===== src/rtl/lane_logic_pkg.sv =====
package lane_logic_pkg;

    localparam int DATA_W = 64;
    localparam int LANE_W = 16;
    localparam int OP_W   = 4;

    typedef enum logic [OP_W-1:0] {
        OP_INS0 = 4'd0,
        OP_INS1 = 4'd1,
        OP_INS2 = 4'd2,
        OP_INS3 = 4'd3,
        OP_EXTH = 4'd4,
        OP_XOR  = 4'd5,
        OP_NOR  = 4'd6,
        OP_AND  = 4'd7,
        OP_OR   = 4'd8,
        OP_ANDN = 4'd9,
        OP_ADD  = 4'd10,
        OP_SUB  = 4'd11,
        OP_MULU = 4'd12
    } op_e;

    typedef enum logic [2:0] {
        LG_XOR  = 3'd0,
        LG_NOR  = 3'd1,
        LG_AND  = 3'd2,
        LG_OR   = 3'd3,
        LG_ANDN = 3'd4
    } logic_e;

    typedef struct packed {
        logic [DATA_W-1:0] data;
        logic              illegal;
    } unit_res_t;

endpackage


===== src/rtl/lane_ins_ext.sv =====
module lane_ins_ext #(
    parameter int DATA_W = 64,
    parameter int LANE_W = 16,
    localparam int LANES = DATA_W / LANE_W,
    localparam int IDX_W = $clog2(LANES)
) (
    input  logic [DATA_W-1:0] base_i,
    input  logic [DATA_W-1:0] src_i,
    input  logic [IDX_W-1:0]  ins_lane_i,
    output logic [DATA_W-1:0] ins_o,
    output logic [DATA_W-1:0] ext_o
);

    logic [IDX_W-1:0]  ext_lane_d;
    logic [LANE_W-1:0] lane_view_d [LANES];
    logic [LANE_W-1:0] picked_d;

    assign ext_lane_d = src_i[IDX_W-1:0];

    for (genvar g = 0; g < LANES; g++) begin : g_lane
        assign lane_view_d[g] = base_i[g*LANE_W +: LANE_W];
        assign ins_o[g*LANE_W +: LANE_W] =
            (ins_lane_i == IDX_W'(g)) ? src_i[LANE_W-1:0] : base_i[g*LANE_W +: LANE_W];
    end

    always_comb begin
        picked_d = '0;
        for (int i = 0; i < LANES; i++) begin
            if (ext_lane_d == IDX_W'(i)) begin
                picked_d = lane_view_d[i];
            end
        end
    end

    assign ext_o = {{(DATA_W-LANE_W){1'b0}}, picked_d};

endmodule


===== src/rtl/wide_logic.sv =====
module wide_logic
    import lane_logic_pkg::*;
#(
    parameter int DATA_W = 64
) (
    input  logic [DATA_W-1:0] a_i,
    input  logic [DATA_W-1:0] b_i,
    input  logic_e            fn_i,
    output logic [DATA_W-1:0] y_o
);

    always_comb begin
        unique case (fn_i)
            LG_XOR:  y_o = a_i ^ b_i;
            LG_NOR:  y_o = ~(a_i | b_i);
            LG_AND:  y_o = a_i & b_i;
            LG_OR:   y_o = a_i | b_i;
            LG_ANDN: y_o = a_i & ~b_i;
            default: y_o = '0;
        endcase
    end

endmodule


===== src/rtl/wide_arith.sv =====
module wide_arith #(
    parameter int DATA_W = 64,
    localparam int WORD_W = DATA_W / 2
) (
    input  logic [DATA_W-1:0] a_i,
    input  logic [DATA_W-1:0] b_i,
    output logic [DATA_W-1:0] sum_o,
    output logic [DATA_W-1:0] diff_o,
    output logic [DATA_W-1:0] prod_o
);

    logic [WORD_W-1:0] a_lo_d;
    logic [WORD_W-1:0] b_lo_d;

    assign a_lo_d = a_i[WORD_W-1:0];
    assign b_lo_d = b_i[WORD_W-1:0];

    assign sum_o  = a_i + b_i;
    assign diff_o = a_i - b_i;
    assign prod_o = DATA_W'(a_lo_d) * DATA_W'(b_lo_d);

endmodule


===== src/rtl/lane_logic_unit.sv =====
module lane_logic_unit
    import lane_logic_pkg::*;
(
    input  logic [63:0] opnd_a,
    input  logic [63:0] opnd_b,
    input  logic [3:0]  op_sel,
    output logic [63:0] result,
    output logic        illegal_op
);

    localparam int LANES = DATA_W / LANE_W;
    localparam int IDX_W = $clog2(LANES);

    logic [DATA_W-1:0] ins_d;
    logic [DATA_W-1:0] ext_d;
    logic [DATA_W-1:0] lgc_d;
    logic [DATA_W-1:0] sum_d;
    logic [DATA_W-1:0] diff_d;
    logic [DATA_W-1:0] prod_d;
    logic_e            lg_fn_d;
    unit_res_t         res_d;

    lane_ins_ext #(
        .DATA_W (DATA_W),
        .LANE_W (LANE_W)
    ) u_lane (
        .base_i     (opnd_a),
        .src_i      (opnd_b),
        .ins_lane_i (op_sel[IDX_W-1:0]),
        .ins_o      (ins_d),
        .ext_o      (ext_d)
    );

    always_comb begin
        unique case (op_sel)
            OP_XOR:  lg_fn_d = LG_XOR;
            OP_NOR:  lg_fn_d = LG_NOR;
            OP_AND:  lg_fn_d = LG_AND;
            OP_OR:   lg_fn_d = LG_OR;
            default: lg_fn_d = LG_ANDN;
        endcase
    end

    wide_logic #(
        .DATA_W (DATA_W)
    ) u_logic (
        .a_i  (opnd_a),
        .b_i  (opnd_b),
        .fn_i (lg_fn_d),
        .y_o  (lgc_d)
    );

    wide_arith #(
        .DATA_W (DATA_W)
    ) u_arith (
        .a_i    (opnd_a),
        .b_i    (opnd_b),
        .sum_o  (sum_d),
        .diff_o (diff_d),
        .prod_o (prod_d)
    );

    always_comb begin
        res_d = '{data: '0, illegal: 1'b0};
        unique case (op_sel)
            OP_INS0, OP_INS1, OP_INS2, OP_INS3: res_d.data = ins_d;
            OP_EXTH:                            res_d.data = ext_d;
            OP_XOR, OP_NOR, OP_AND, OP_OR,
            OP_ANDN:                            res_d.data = lgc_d;
            OP_ADD:                             res_d.data = sum_d;
            OP_SUB:                             res_d.data = diff_d;
            OP_MULU:                            res_d.data = prod_d;
            default: begin
                res_d.data    = '0;
                res_d.illegal = 1'b1;
            end
        endcase
    end

    assign result     = res_d.data;
    assign illegal_op = res_d.illegal;

endmodule


===== config.mk =====
export PLATFORM = sky130hd
export DESIGN_NAME = lane_logic_unit
export DESIGN_NICKNAME = d
export VERILOG_FILES = /design/src/rtl/lane_logic_pkg.sv /design/src/rtl/lane_ins_ext.sv /design/src/rtl/wide_logic.sv /design/src/rtl/wide_arith.sv /design/src/rtl/lane_logic_unit.sv
export SDC_FILE = /design/constraint.sdc
export NUM_CORES = 2
export LEC_CHECK = 0
export ABC_AREA = 1
export BUFFER_PORTS_ARGS = -buffer_cell sky130_fd_sc_hd__buf_2
export CAP_MARGIN = 15
export CORE_MARGIN = 4
export CORE_UTILIZATION = 35
export DETAILED_ROUTE_END_ITERATION = 8
export SYNTH_ARGS = -nofsm -noshare
export SYNTH_HDL_FRONTEND = slang
export SYNTH_SLANG_ARGS = --single-unit
export TNS_END_PERCENT = 1

===== constraint.sdc =====
create_clock -name vclk -period 7.45
set_input_delay 0 -clock vclk [all_inputs]
set_output_delay 0 -clock vclk [all_outputs]
set_load 0.1 [all_outputs]

==> metrics.yaml <==
worst_setup_path:
  cp_common_cell: "nand2_1"
  cp-start-kind: "primary input"
  cp_data_required_time_ns: 7.45
  slowest_stage: "buf_2"
  slowest_delay_ns: 0.57
  worstSetupEndpointType: "output pin"
  path_max_fanout: 20
  worstPathArrival_ns: 7.27
  critPathKind: "primary input to output pin"
drt:
  dr.first_iter.drc_count: 5205
  num_vias: 48987
  via_per_inst: 5.09
  first_pass_iters: 8
  wl_microns: 219000
  postRouteAntennaNets: 0
  drc: 0
  routedWlPerCell_microns: 22.7
final_layout:
  fin_nets: 9184
  syn2layout_area_growth_pct: 10.6
  nFlopsAndLatches: 0
  final_area_sq_um: 54700
  final_layout_size_suffix_gt1_frac: 0.0735
  clock_buffers: 0
  seqCellArea_sq_um: 0
grt:
  grt_pass1_wl_microns: 324000
  overflow: 0
  first_global_vias: 49404
  grt_start_max_net_pins: 72
  track_usage: 0.294
  antenna_found_initial: 25
timing:
  rsz0062_at_grt: "true"
  finalSetupViolations: 0
  period_share: 0.975
  slew_violations: 0
  worstMarginPinSlew_ns: 1.27
  period_needed_ns: 7.27
  max-slew-margin-rel: 0.142
  hold_viol_final: 0
  fmax_ghz: 0.138
floorplanning:
  die_area_sq_um: 147000
  die_h_microns: 384
  rows: 137
  io_pins: 197
  core_sq_um: 140000
  die_w_microns: 384
  start_util: 0.354
place:
  gp_congestion: 1.07
  dpl.hpwl_microns: 187000
  post_dp_cell_area_sq_um: 54600
  portBuffers: 197
yosys:
  yosys_warnings: 0
  netlist_area_sq_um: 49500
  syn-num-nets: 9039
  synth_seq_area_share: 0
  ys_types: 53
  synthCells: 7584
  avgSynthCellArea_sq_um: 6.52
outcome:
  status: "complete, no violations"
cts:
  hold_buffers: 0
job:
  cap_violations: 0
worst_hold_path:
  min_path_type: "primary input to output pin"
  whs_path_depth: 4
-- cells in the final DEF, fill, tap and decap left out, types with 11 or more instances in the layout --
master     instances
o2111ai_1         11
nor2_2            15
a22o_1            13
xor2_1            71
nor2_1           346
o21ai_0          205
fa_1             897
o21bai_1          18
buf_4            273
o211ai_1          40
buf_2            125
nand3_1          224
o21ai_1           14
diode_2           17
nor3_1            42
or2_2             27
buf_12            63
nand4_1           55
a22oi_1           14
clkbuf_4          23
a221oi_1          44
nand2_1         2217
inv_1           2132
ha_1             425
nand3b_1          37
a21oi_1          295
-- path summary, 6_finish.rpt --
path,slack [ns],endpoint,start
setup / recovery,0.18,result[24],opnd_a[4]
hold / removal,0.61,illegal_op,op_sel[2]
-- synth_stat cells, drive strengths merged --
library cell,n,area share
nand2,2226,0.17
inv,2140,0.16
fa,897,0.36
ha,426,0.11
nor2,367,0.029
a21oi,296,0.030
clkbuf,258,0.020
nand3,235,0.024
o21ai,221,0.023
buf,85,0.0081
xor2,71,0.013
nand4,55,0.0070
a221oi,44,0.0078
nor3,43,0.0044
o211ai,40,0.0061
nand3b,37,0.0056
or2,27,0.0034
o21bai,18,0.0027
a22oi,14,0.0021
a22o,13,0.0023
o2111ai,11,0.0019
nor4,10,0.0013
o31ai,9,0.0014
o22ai,8,0.0010
clkinv,5,0.00038
xnor2,5,0.00089
and2,4,0.00051
nor3b,4,0.00071
and3,3,0.00038
a211oi,2,0.00030
a21o,2,0.00030
a31oi,2,0.00025
o221ai,2,0.00035
a32oi,1,0.00018
a41oi,1,0.00018
o21a,1,0.00015
o41ai,1,0.00018
-- metal layers --
layer	GRT usage	wire, microns
met2	0.473	98700
met5	0	13
met1	0.397	91300
met3	0.0399	17100
met4	0.126	11500
-- cells by family after synthesis --
logic type	Yosys count	synth area share
AOI/OAI and AO/OA	686	0.0799
xor gates and xnor gates	76	0.0135
adders and majority gates	1323	0.471
buffers and inverters	2488	0.190
and+or+nand+nor	3011	0.245
-- worst max-delay path: cells and delay by family --
family | cells | cell delay, ns
compound gates | 1 | 0.16
fa+ha+maj | 9 | 3.89
simple gates | 10 | 1.79
buf+inv | 7 | 1.36
-- through the flow --
stage / utilization / cells / setup slack (ns) / setup TNS, ns / hold slack [ns]
floorplan: - / 7584 / 0.704 / 0 / 0.405
global placement: 0.390 / 9603 / -0.179 / -0.288 / 0.609
detailed placement: 0.390 / 9603 / -0.117 / -0.177 / 0.609
CTS: 0.390 / 9603 / 0.0228 / 0 / 0.611
global route: 0.391 / 9619 / -0.0334 / -0.0531 / 0.639
finish: 0.391 / 9620 / 0.183 / 0 / 0.611
-- timing repair --
| action | 4_1_cts | 5_1_grt |
|---|---|---|
| endpoints found under the setup margin | 3 | 40 |
| buffers inserted | 0 | 0 |
| resized for setup | 3 | 46 |
-- cell type report --
type | instances | area [sq um]
Antenna cell | 17 | 42.5
Fill cell | 15098 | 85100
Inverter | 2145 | 8060
Multi-Input combinational cell | 5096 | 40200
Tap cell | 1876 | 2350
Timing Repair Buffer | 486 | 4130
Power is left out: the tool's default activity adds up to more than one toggle a clock period on the data nets, which glitch-free logic cannot reach.
